## src/rtl/scsi_arb_pkg.sv

```systemverilog
package scsi_arb_pkg;
  typedef enum logic [1:0] {
    ST_IDLE,
    ST_WAIT_FREE,
    ST_ARB,
    ST_HOLD
  } arb_state_e;
endpackage

```

## src/rtl/scsi_arb_timer.sv

```systemverilog
module scsi_arb_timer #(
  parameter int unsigned LIMIT = 4
) (
  input  logic clk_i,
  input  logic rst_ni,
  input  logic en_i,
  output logic done_o
);
  localparam int unsigned CW = $clog2(LIMIT + 1);
  logic [CW-1:0] cnt_q;

  assign done_o = en_i && (cnt_q == CW'(LIMIT - 1));

  always_ff @(posedge clk_i or negedge rst_ni) begin
    if (!rst_ni)     cnt_q <= '0;
    else if (!en_i)  cnt_q <= '0;
    else if (!done_o) cnt_q <= cnt_q + 1'b1;
  end
endmodule

```

## src/rtl/scsi_arb_prio.sv

```systemverilog
module scsi_arb_prio #(
  parameter int unsigned DW = 8,
  localparam int unsigned IW = $clog2(DW)
) (
  input  logic [DW-1:0] bus_i,
  input  logic [IW-1:0] id_i,
  output logic          higher_o,
  output logic [DW-1:0] id_onehot_o
);
  logic [DW-1:0] hi;

  for (genvar i = 0; i < DW; i++) begin : g_bit
    assign hi[i]          = bus_i[i] && (IW'(i) > id_i);
    assign id_onehot_o[i] = (IW'(i) == id_i);
  end

  assign higher_o = |hi;
endmodule

```

## src/rtl/scsi_xfer_ctl.sv

```systemverilog
module scsi_xfer_ctl (
  input  logic clk_i,
  input  logic rst_ni,
  input  logic start_i,
  input  logic io_i,
  input  logic done_i,
  output logic go_o,
  output logic busy_o,
  output logic send_o
);
  always_ff @(posedge clk_i or negedge rst_ni) begin
    if (!rst_ni) begin
      go_o   <= 1'b0;
      busy_o <= 1'b0;
      send_o <= 1'b0;
    end else begin
      go_o <= 1'b0;
      if (busy_o) begin
        if (done_i) busy_o <= 1'b0;
      end else if (start_i) begin
        go_o   <= 1'b1;  // start bit clears itself after one cycle
        busy_o <= 1'b1;
        send_o <= ~io_i;
      end
    end
  end
endmodule

```

## src/rtl/scsi_imm_arb.sv

```systemverilog
module scsi_imm_arb #(
  parameter int unsigned DW         = 8,
  parameter int unsigned SETTLE_CYC = 2,
  parameter int unsigned ARB_CYC    = 4,
  localparam int unsigned IW        = $clog2(DW)
) (
  input  logic          clk_i,
  input  logic          rst_ni,
  input  logic          imm_arb_set_i,
  input  logic          imm_arb_clr_i,
  input  logic          abort_i,
  input  logic [IW-1:0] own_id_i,
  input  logic          bsy_i,
  input  logic          sel_i,
  input  logic [DW-1:0] data_i,
  input  logic          sel_done_i,
  input  logic          sel_timeout_i,
  input  logic          disconnect_i,
  input  logic          xfer_start_i,
  input  logic          io_latch_i,
  input  logic          xfer_done_i,
  output logic          imm_arb_o,
  output logic          won_o,
  output logic          lost_o,
  output logic          bsy_o,
  output logic          sel_o,
  output logic [DW-1:0] data_o,
  output logic          xfer_go_o,
  output logic          xfer_busy_o,
  output logic          xfer_send_o
);
  import scsi_arb_pkg::*;

  arb_state_e    state_q;
  logic          abort_q, won_q, lost_q;
  logic          bus_free, settle_done, arb_done, higher;
  logic [DW-1:0] id_onehot;

  assign bus_free = !bsy_i && !sel_i;

  scsi_arb_timer #(.LIMIT(SETTLE_CYC)) u_settle (
    .clk_i, .rst_ni,
    .en_i  (state_q == ST_WAIT_FREE && bus_free),
    .done_o(settle_done)
  );

  scsi_arb_timer #(.LIMIT(ARB_CYC)) u_arb (
    .clk_i, .rst_ni,
    .en_i  (state_q == ST_ARB),
    .done_o(arb_done)
  );

  scsi_arb_prio #(.DW(DW)) u_prio (
    .bus_i      (data_i),
    .id_i       (own_id_i),
    .higher_o   (higher),
    .id_onehot_o(id_onehot)
  );

  scsi_xfer_ctl u_xfer (
    .clk_i, .rst_ni,
    .start_i(xfer_start_i),
    .io_i   (io_latch_i),
    .done_i (xfer_done_i),
    .go_o   (xfer_go_o),
    .busy_o (xfer_busy_o),
    .send_o (xfer_send_o)
  );

  always_ff @(posedge clk_i or negedge rst_ni) begin
    if (!rst_ni) begin
      state_q <= ST_IDLE;
      abort_q <= 1'b0;
      won_q   <= 1'b0;
      lost_q  <= 1'b0;
    end else if (disconnect_i) begin
      state_q <= ST_IDLE;
      abort_q <= 1'b0;
    end else begin
      unique case (state_q)
        ST_IDLE: if (imm_arb_set_i) begin
          state_q <= ST_WAIT_FREE;
          won_q   <= 1'b0;
          lost_q  <= 1'b0;
          abort_q <= 1'b0;
        end
        ST_WAIT_FREE: begin
          if (abort_q || abort_i) begin
            state_q <= ST_IDLE;  // no new attempt after abort
            abort_q <= 1'b0;
          end else if (settle_done) begin
            state_q <= ST_ARB;
          end
        end
        ST_ARB: begin
          if (abort_i) abort_q <= 1'b1;
          if (arb_done) begin
            if (higher) begin
              lost_q <= 1'b1;
              if (abort_q || abort_i) begin
                state_q <= ST_IDLE;
                abort_q <= 1'b0;
              end else begin
                state_q <= ST_WAIT_FREE;
              end
            end else begin
              won_q   <= 1'b1;
              state_q <= ST_HOLD;
            end
          end
        end
        ST_HOLD: begin
          if (sel_done_i || sel_timeout_i || imm_arb_clr_i) begin
            state_q <= ST_IDLE;
            abort_q <= 1'b0;
          end
        end
        default: state_q <= ST_IDLE;
      endcase
    end
  end

  assign imm_arb_o = (state_q != ST_IDLE);
  assign bsy_o     = (state_q == ST_ARB) || (state_q == ST_HOLD);
  assign sel_o     = (state_q == ST_HOLD);
  assign data_o    = bsy_o ? id_onehot : '0;
  assign won_o     = won_q;
  assign lost_o    = lost_q;
endmodule

```

## config.mk

```make
export PLATFORM = sky130hd
export DESIGN_NAME = scsi_imm_arb
export DESIGN_NICKNAME = d
export VERILOG_FILES = /design/src/rtl/scsi_arb_pkg.sv /design/src/rtl/scsi_arb_timer.sv /design/src/rtl/scsi_arb_prio.sv /design/src/rtl/scsi_xfer_ctl.sv /design/src/rtl/scsi_imm_arb.sv
export SDC_FILE = /design/constraint.sdc
export NUM_CORES = 1
export LEC_CHECK = 0
export BUFFER_PORTS_ARGS = -buffer_cell sky130_fd_sc_hd__buf_2
export CAP_MARGIN = 20
export CORE_MARGIN = 2
export CORE_UTILIZATION = 45
export DETAILED_ROUTE_END_ITERATION = 8
export HOLD_SLACK_MARGIN = 0.03
export MAX_ROUTING_LAYER = met4
export PLACE_DENSITY = 0.9
export SLEW_MARGIN = 10
export SYNTH_ARGS = -nofsm -noshare
export SYNTH_HDL_FRONTEND = slang
export SYNTH_SLANG_ARGS = --single-unit
```

## constraint.sdc

```tcl
create_clock -name clk_i -period 2.37 [get_ports clk_i]
set_clock_uncertainty 0.2 [all_clocks]
set_input_delay 0.237 -clock clk_i [delete_from_list [all_inputs] [get_ports clk_i]]
set_output_delay 0.237 -clock clk_i [all_outputs]
set_load 0.1 [all_outputs]
```

==> flow_summary.toml, run 1 <==
[grt]
grt_first_pass_wirelength_mm = 3.08
grt_pass1_vias = 821
track_usage_pct = 20.3
grt_max_degree = 14
grt_remaining_overflow = 0
antenna_found_initial = 0

[worst_setup_path]
cp-end-kind = "primary output"
cp_slowest_cell = "dfrtp_1"
timing.rr.start = "state_q[1]$_DFFE_PN0P_"
crit_chain = "nand2_1 -> nor3_2 -> buf_2"
rr_endpoint = "state_q[0]$_DFFE_PN0P_"
cp.required_ns = 1.93
critPathMaxFanout = 12
rr_worst_depth = 4
worst_setup_path_start_kind = "flop"
timing.reg2reg.setup_slack_ns = 0.48
cp_data_arrival_time_ns = 1.60
max_stage_delay_ns = 0.57
timing_worst_setup_path_type = "reg -> out"

[floorplan]
dieArea_sq_mm = 0.00227
die_w_microns = 47.6
core_sq_mm = 0.00176
ios = 40
die_y_microns = 47.6
initial_utilization_pct = 48.5
rows = 15

[synth]
synth-simple-area-share_pct = 26.9
syn-cell-area_sq_um = 856
syn_avg_cell_area_sq_um = 8.73
synth-seq-cells = 13
ys_top_cells_by_area = "dfrtp_1 (38%), nor2_1 (9.2%), ha_1 (4.4%)"
synth-xor-area-share_pct = 2.05
yosysTopAreaCellShare_pct = 38.0
syn_nets = 125
synth_area_leader_cell = "dfrtp_1"
yosysWarnings = 0
muxShareOfSynthArea_pct = 3.51
ys_seq_area_share_pct = 38.0
synth_top_family_by_area = "simple AND/OR/NAND/NOR gates"
synth-compound-area-share_pct = 19.9
ys_types = 34
synthCells = 98
synthAdderAreaFrac_pct = 4.39

[clock_tree]
cts_root_buffer = "clkbuf_4"
cts.hold.buffers_added = 4
cts_num_sinks = 13
post_cts_buffers = 0
cts.repair.resized = 0
numCtsBuffers = 3
clock_latency_ns = 0.27
cts_tree = "yes"
clockBufferDepth = 2
htree_levels = 1
path_clk_slew_ns = 0.07

[final_layout]
syn_to_final_growth_pct = 32.2
drive_gt1_share_pct = 36.4
num-fill-cells = 161
diodes = 0
finish.net_count = 168

[timing]
min_period_ns = 2.04
worst_slack_ns = 0.333
relSlewSlack_pct = 67.4
setup_viol = 0
slew_violations = 0
tightest_slew_ns = 0.492
tns_ns = 0
hold_ws_ns = 0.0482
hold_violations = 0
fmax_ghz = 0.491
rsz0062_at_grt = "false"
fin_crit_sh_pct = 85.9

[worst_hold_path]
hold_path_class = "in -> reg"
hold_path_end = "u_xfer.busy_o$_DFF_PN0_"
min_path_cells = 3
min_from = "xfer_start_i"

[detailed_routing]
dr.pass1.iters = 4
wl_mm = 2.00
wire_per_inst_microns = 12.1
via_per_inst = 5.23
via_count = 863
route.detailed.drc = 0
drt_iter0_markers = 6
ant_nets = 0

[place]
globalplace.congestion = 0.760
dp_slack_ns = 0.513
io_buffers = 38
dp_hpwl_mm = 1.58

[power]
power_density_mw_per_mm2 = 975
vdd_drop_max_mv = 0.609
leakage_uw = 0.000576

[run_status]
status = "finished, final reports clean"

[flow_run]
drv_cap = 0
[where the power goes]
part | leakage [uW] | total (uW) | internal [uW] | switching, uW
sequential | 0.000170 | 329 | 272 | 56.7
combinational | 0.000390 | 642 | 159 | 483
clock | 0.0000150 | 133 | 65.3 | 67.6
total | 0.000576 | 1100 | 497 | 607
[per-stage QoR]
step           area, sq um  total power, uW  utilization, %  std cells
2_1_floorplan          866              866               -         98
3_3_place_gp          1060              949            60.4        157
5_1_grt               1130             1160            64.1        165
3_5_place_dp          1060              969            60.4        157
4_1_cts               1130             1110            64.1        165
6_report              1130             1100            64.1        165
[layout by cell type (no fill, tap or decap), types with 2 or more instances in the layout]
| master | synthesis | layout |
|---|---|---|
| buf_2 | 0 | 38 |
| nor3_1 | 7 | 5 |
| dfrtp_1 | 13 | 13 |
| o21ba_2 | 2 | 2 |
| nor2_1 | 21 | 21 |
| dlygate4sd3_1 | 0 | 4 |
| nand2b_1 | 5 | 5 |
| a21oi_1 | 3 | 3 |
| nand2_1 | 4 | 4 |
| inv_1 | 6 | 6 |
| o31a_1 | 2 | 2 |
| o21bai_1 | 3 | 3 |
| nor2b_1 | 2 | 2 |
| clkbuf_4 | 0 | 3 |
| xor2_1 | 2 | 2 |
| mux2i_1 | 3 | 3 |
| ha_1 | 3 | 3 |
| nor3_2 | 0 | 2 |
[routing by layer]
metal	vias up	track usage, %	part of all wire (%)
li1	425	-	-
met1	402	20.5	39
met2	29	36.8	52
met3	7	1.89	5.8
met4	0	13.5	2.5
met5	-	-	0
[area by class of cell]
type	instances	area, sq um	area share, %
flip-flops and latches	13	325	28.8
clock buffers	4	26.3	2.32
inverters	6	22.5	1.99
multi-input cells	75	495	43.8
repair buffers	42	230	20.4
well taps	25	31.3	2.77
[cell families after synthesis]
group           count (synthesis)
flops                          13
xor+xnor                        2
buf+inv                        10
mux                             3
fa+ha+maj                       3
simple gates                   46
compound gates                 21
[cell usage after synthesis (all sizes together)]
cell type  count
and2           1
ha             3
o21bai         3
a21oi          4
inv            6
nor2b          2
a21o           1
nor2          21
and3b          1
a211oi         1
nor3           7
a211o          1
or4b           1
nand3b         1
xor2           2
nand2b         5
o21ba          2
a221oi         2
nor3b          1
nand3          1
a311o          1
mux2i          3
buf            2
a311oi         1
o31a           2
o21ai          2
a41oi          1
dfrtp         13
or2            1
clkbuf         2
nand2          4
[how the worst max path moves through the flow]
stage                                   to              startpoint  depth (start not counted)  slack, ns
floorplan                        data_o[3]  state_q[1]$_DFFE_PN0P_                          3       0.05
global placement    state_q[0]$_DFFE_PN0P_  state_q[1]$_DFFE_PN0P_                          4       0.54
detailed placement  state_q[0]$_DFFE_PN0P_  state_q[1]$_DFFE_PN0P_                          4       0.51
CTS                              data_o[4]  state_q[1]$_DFFE_PN0P_                          3       0.33
global route                     data_o[5]  state_q[1]$_DFFE_PN0P_                          3       0.25
finish                           data_o[4]  state_q[1]$_DFFE_PN0P_                          3       0.33
[flip-flops by register name, summed over array words and instances (netlist names)]
register / flops
u_arb.cnt_q: 3
state_q: 2
u_settle.cnt_q: 2
abort_q: 1
lost_o: 1
u_xfer.busy_o: 1
u_xfer.go_o: 1
u_xfer.send_o: 1
won_o: 1
[critical path: cells and delay by family, from the launching register on]
family                 cells  cell delay (ns)
DFF                        1             0.57
buffers and inverters      1             0.44
and+or+nand+nor            2             0.32
Note: power is estimated with default switching activity, not from simulation.
==> inputs of run 2 (changes only) <==
- ABC_AREA: unset -> 1
- PLACE_DENSITY: 0.9 -> 0.89
==> flow_summary.toml, run 2 <==
[place]
io_buffers = 38
globalplace.congestion = 0.776
dp_hpwl_mm = 1.60

[detailed_routing]
wire_per_inst_microns = 10.1
drt_iter0_markers = 17
via_per_inst = 4.77
via_count = 939
route.detailed.drc = 0
wl_mm = 2.00
dr.pass1.iters = 4
ant_nets = 0

[clock_tree]
path_clk_slew_ns = 0.08
clockBufferDepth = 2
cts_tree = "yes"
cts_num_sinks = 13
htree_levels = 1
clock_latency_ns = 0.28
cts.repair.resized = 0
cts_root_buffer = "clkbuf_4"
numCtsBuffers = 3

[grt]
grt_remaining_overflow = 0
grt_most_used_layer = "met2"
use_met1_pct = 18.3
antenna_found_initial = 0
grt_pass1_vias = 826
grt_use_met3_pct = 3.77
track_usage_pct = 19.6
grt_first_pass_wirelength_mm = 3.01
grt_max_degree = 14
grt_use_met2_pct = 37.9

[final_layout]
mostFrequentLayoutCells = "buf_2 (38), nand2_1 (36), inv_1 (20)"
num-fill-cells = 161
largest_reg_flops = 3
finish.net_count = 200
diodes = 0
final_core_util_pct = 66.2
drive_gt1_share_pct = 32.0
regMostFlops = "u_arb.cnt_q"
reg.largest.list = "u_arb.cnt_q: 3 flops, state_q: 2 flops, u_settle.cnt_q: 2 flops"
syn_to_final_growth_pct = 34.4
layout_commonest_cell = "buf_2"

[worst_setup_path]
cp-startpoint = "state_q[1]$_DFFE_PN0P_"
worst_setup_path_start_kind = "flop"
timing_worst_setup_path_type = "reg -> out"
timing.reg2reg.setup_slack_ns = 0.55
critPathMaxFanout = 7
crit_chain = "nand2_1 -> nor2_1 -> buf_2"
cp_data_arrival_time_ns = 1.48
cp-end-kind = "primary output"
timing.rr.start = "state_q[1]$_DFFE_PN0P_"
cp.required_ns = 1.93
max_stage_delay_ns = 0.48
cp_slowest_cell = "dfrtp_1"

[run_status]
status = "finished, final reports clean"

[synth]
synthArstFlopShare_pct = 100
syn-cell-area_sq_um = 870
synth.most_common_cell = "nand2_1"
syn_avg_cell_area_sq_um = 6.96
synthCells = 125
synth_edf_count = 0
yosysWarnings = 0
yosysTopAreaCellShare_pct = 37.4
synth_area_leader_cell = "dfrtp_1"
synth-main-ff-cell = "dfrtp_1"
syn_nets = 152
ys_types = 23
ys_top_cells_by_area = "dfrtp_1 (37%), nand2_1 (16%), inv_1 (8.6%)"
netlist_top_cells_count = "nand2_1 (36), inv_1 (20), nor2_1 (17), dfrtp_1 (13), nand3_1 (9)"
synth-seq-cells = 13
ys_seq_area_share_pct = 37.4

[timing]
rsz0062_at_grt = "false"
fmax_ghz = 0.520
setup_viol = 0
min_period_ns = 1.92
hold_violations = 0
fin_crit_sh_pct = 81.1
slew_violations = 0
tns_ns = 0
relSlewSlack_pct = 67.4
tightest_slew_ns = 0.492

[floorplan]
core_sq_mm = 0.00176
rows = 15
die_y_microns = 48.0
initial_utilization_pct = 49.3
die_w_microns = 48.0
ios = 40
dieArea_sq_mm = 0.00230

[power]
leakage_uw = 0.000706
vdd_drop_max_mv = 0.538
power_density_mw_per_mm2 = 956

[worst_hold_path]
hold_path_class = "in -> reg"
min_from = "disconnect_i"

[flow_run]
drv_cap = 0
## run 2: cell count changes after synthesis, moves of 3 or more
cell	delta
nand2_1	+32
inv_1	+14
nand3_1	+8
nor3_1	-6
nand2b_1	-5
inv_2	+4
nor2_1	-4
mux2i_1	-3
o21ai_0	+3
o21bai_1	-3
## run 2: timing repair
action                    CTS  global route
hold endpoints to repair   18             0
hold buffers                6             0
setup buffers               0             0
## run 2: cell type report
| type | instances | area (sq um) | share of cell area, % |
|---|---|---|---|
| clock buffer | 4 | 26.3 | 2.25 |
| inverter | 24 | 90.1 | 7.71 |
| multi-input combinational | 87 | 445 | 38.1 |
| sequential | 13 | 325 | 27.8 |
| tap | 25 | 31.3 | 2.68 |
| timing repair buffer | 44 | 250 | 21.4 |
## run 2: critical path: cells and delay by family (launching register included)
family | cells | cell delay (ns)
buffers and inverters | 1 | 0.44
DFF | 1 | 0.48
and+or+nand+nor | 2 | 0.28
## run 2: per-layer routing
| metal | wire [microns] | share of wire [%] | vias up |
|---|---|---|---|
| met5 | 0 | 0 | - |
| met1 | 797 | 40 | 414 |
| met4 | 21 | 1.1 | 0 |
| li1 | - | - | 478 |
| met2 | 1030 | 52 | 43 |
| met3 | 148 | 7.4 | 4 |
## run 2: cells by family (layout without fill, tap and decap cells)
kind of cell	after synthesis	in the layout	share of synthesized area, %
AND/OR/NAND/NOR	75	75	40.3
buffers and inverters	25	72	11.4
flip-flops	13	13	37.4
adder cells (fa/ha/maj)	3	3	4.32
AO/OA/AOI/OAI	8	8	5.61
XOR/XNOR	1	1	1.01
## run 2: final timing paths
kind / to / depth (start not counted)
setup / recovery: data_o[3] / 3
hold / removal: state_q[0]$_DFFE_PN0P_ / 4
setup reg to reg: u_settle.cnt_q[0]$_DFFE_PN0P_ / 6
hold reg to reg: lost_o$_DFFE_PN0P_ / 2
max in group asynchronous: u_arb.cnt_q[1]$_DFFE_PN0P_ / 2
min in group asynchronous: u_xfer.go_o$_DFF_PN0_ / 2
## run 2: power breakdown
group | switching, uW | internal, uW
clock network | 71.0 | 65.3
logic | 529 | 143
registers | 46.5 | 263
total | 646 | 471
## run 2: metrics by stage
step                cell area [sq um]  total power [uW]  setup slack [ns]  std cells  hold WS (ns)
floorplan                         870               864             0.125        125        -0.259
CTS                              1170              1120             0.435        197        0.0541
global route                     1170              1190             0.346        197        0.0704
detailed placement               1080               978             0.707        187       -0.0623
global placement                 1080               956             0.770        187       -0.0647
finish                           1170              1120             0.448        197        0.0636
==> inputs of run 3 (changes only) <==
- ABC_AREA: 1 -> 0
- CORE_UTILIZATION: 45 -> 41
- PLACE_DENSITY: 0.89 -> 0.87
- clock period: 2.37 -> 1.6 ns (I/O delays scaled with it)
==> flow_summary.toml, run 3 (synthesized netlist as in run 1, its figures left out) <==
[run_status]
status = "finished with violations"
violations = "setup timing"

[final_layout]
drive_gt1_share_pct = 57.7
mostFrequentLayoutCells = "buf_2 (27), buf_4 (15), nor2_1 (13)"
num-fill-cells = 117
seq_area_sq_um = 327
syn_to_final_growth_pct = 93.9
finish.net_count = 191
regMostFlops = "u_arb.cnt_q"
reg.largest.list = "u_arb.cnt_q: 3 flops, state_q: 2 flops, u_settle.cnt_q: 2 flops"
largest_reg_flops = 3
diodes = 0
multi_input_area_sq_um = 654
layout_commonest_cell = "buf_2"

[grt]
grt_first_pass_wirelength_mm = 4.41
grt_max_degree = 14
antenna_found_initial = 0
grt_remaining_overflow = 0
grt_pass1_vias = 1059
track_usage_pct = 23.7

[worst_setup_path]
timing.rr.start = "state_q[1]$_DFFE_PN0P_"
rr_worst_depth = 5
critPathMaxFanout = 7
timing.reg2reg.setup_slack_ns = -0.20
timing_worst_setup_path_type = "reg -> reg"
cp_data_arrival_time_ns = 1.77
rr_endpoint = "state_q[0]$_DFFE_PN0P_"
worst_setup_path_start_kind = "flop"
cp-end-kind = "flop"
cp.required_ns = 1.58

[power]
vdd_drop_max_mv = 1.61
leakage_uw = 0.000758
power.total_uw = 2140
power_density_mw_per_mm2 = 1290

[detailed_routing]
dr.pass1.iters = 4
wl_mm = 3.08
wire_per_inst_microns = 16.2
route.detailed.drc = 0
drt_iter0_markers = 19
ant_nets = 0
via_count = 1007
via_per_inst = 5.30

[timing]
slew_violations = 0
tightest_slew_ns = 0.490
fmax_ghz = 0.556
fin_crit_sh_pct = 112
setup_viol = 15
hold_violations = 0
tns_ns = -1.25
worst_slack_ns = -0.197
rsz0062_at_grt = "true"
min_period_ns = 1.80
relSlewSlack_pct = 67.5

[clock_tree]
cts_num_sinks = 13
cts_root_buffer = "clkbuf_4"
numCtsBuffers = 3
cts_tree = "yes"
clock_latency_ns = 0.27
path_clk_slew_ns = 0.08
htree_levels = 1
clockBufferDepth = 2

[place]
dp_slack_ns = -0.114
globalplace.congestion = 0.780
io_buffers = 38
dp_hpwl_mm = 1.92

[floorplan]
rows = 16
dieArea_sq_mm = 0.00247
die_w_microns = 49.7
initial_utilization_pct = 43.6
ios = 40
die_y_microns = 49.7
core_sq_mm = 0.00196

[worst_hold_path]
hold_path_class = "in -> async"

[flow_run]
drv_cap = 0
run 3: cell types whose count changed in the layout (fill, tap and decap cells not counted), sizes merged, moves of 3 or more:
cell / delta
buf: +20
inv: -18
o21bai: +3
a21oi: +3
nor3: +5
nand3: -10
nand2: -35
nand2b: +5
mux2i: +3
run 3: worst max path at each step:
stage                                        end  cells past startpoint                   start
after floorplan                        data_o[3]                      3  state_q[1]$_DFFE_PN0P_
after global placement    state_q[0]$_DFFE_PN0P_                      4  state_q[1]$_DFFE_PN0P_
final                     state_q[0]$_DFFE_PN0P_                      5  state_q[1]$_DFFE_PN0P_
after CTS                 state_q[0]$_DFFE_PN0P_                      5  state_q[1]$_DFFE_PN0P_
after detailed placement  state_q[0]$_DFFE_PN0P_                      5  state_q[1]$_DFFE_PN0P_
after global routing      state_q[0]$_DFFE_PN0P_                      5  state_q[1]$_DFFE_PN0P_
run 3: layer usage:
metal	part of all wire [%]	vias up	global-route usage, %
met4	4.7	0	15.3
met3	5.4	16	2.42
met5	0	-	-
met2	54	54	43.6
met1	36	466	23.5
li1	-	471	-
run 3: repair_timing:
action                                  in CTS  in global routing
hold buffers                                 8                  0
pin swaps                                    8                  2
resized for setup                           11                 14
setup buffers                                6                  3
endpoints found under the hold margin       19                  0
endpoints found under the setup margin      15                 16
run 3: stage by stage:
step                      hold slack [ns]  std cells  utilization (%)  cell area (sq um)
final                               0.145        190             84.6               1660
after global routing                0.148        190             84.6               1660
after CTS                           0.100        188             80.8               1590
after detailed placement           -0.142        170             70.5               1380
after global placement             -0.150        170             70.5               1380
after floorplan                    -0.336         98                -                952
run 3: cell type report:
cell class              instances  area share, %
clock buffers                   3           1.36
clock inverters                 1          0.302
inverters                       6           1.36
multi-input cells              75           39.4
flip-flops and latches         13           19.7
well taps                      27           2.04
repair buffers                 65           35.8
run 3: critical path, stage by stage, from the launching register on:
cell and delay (ns):
dfrtp_1 0.45, buf_6 0.16, and2_4 0.17, a21o_4 0.25
a211o_1 0.26, a221oi_2 0.22
run 3: where the power goes:
part | total (uW) | internal [uW] | leakage, uW | switching [uW]
clock | 197 | 92.5 | 0.0000177 | 105
combinational | 1450 | 554 | 0.000571 | 898
sequential | 486 | 405 | 0.000169 | 80.6
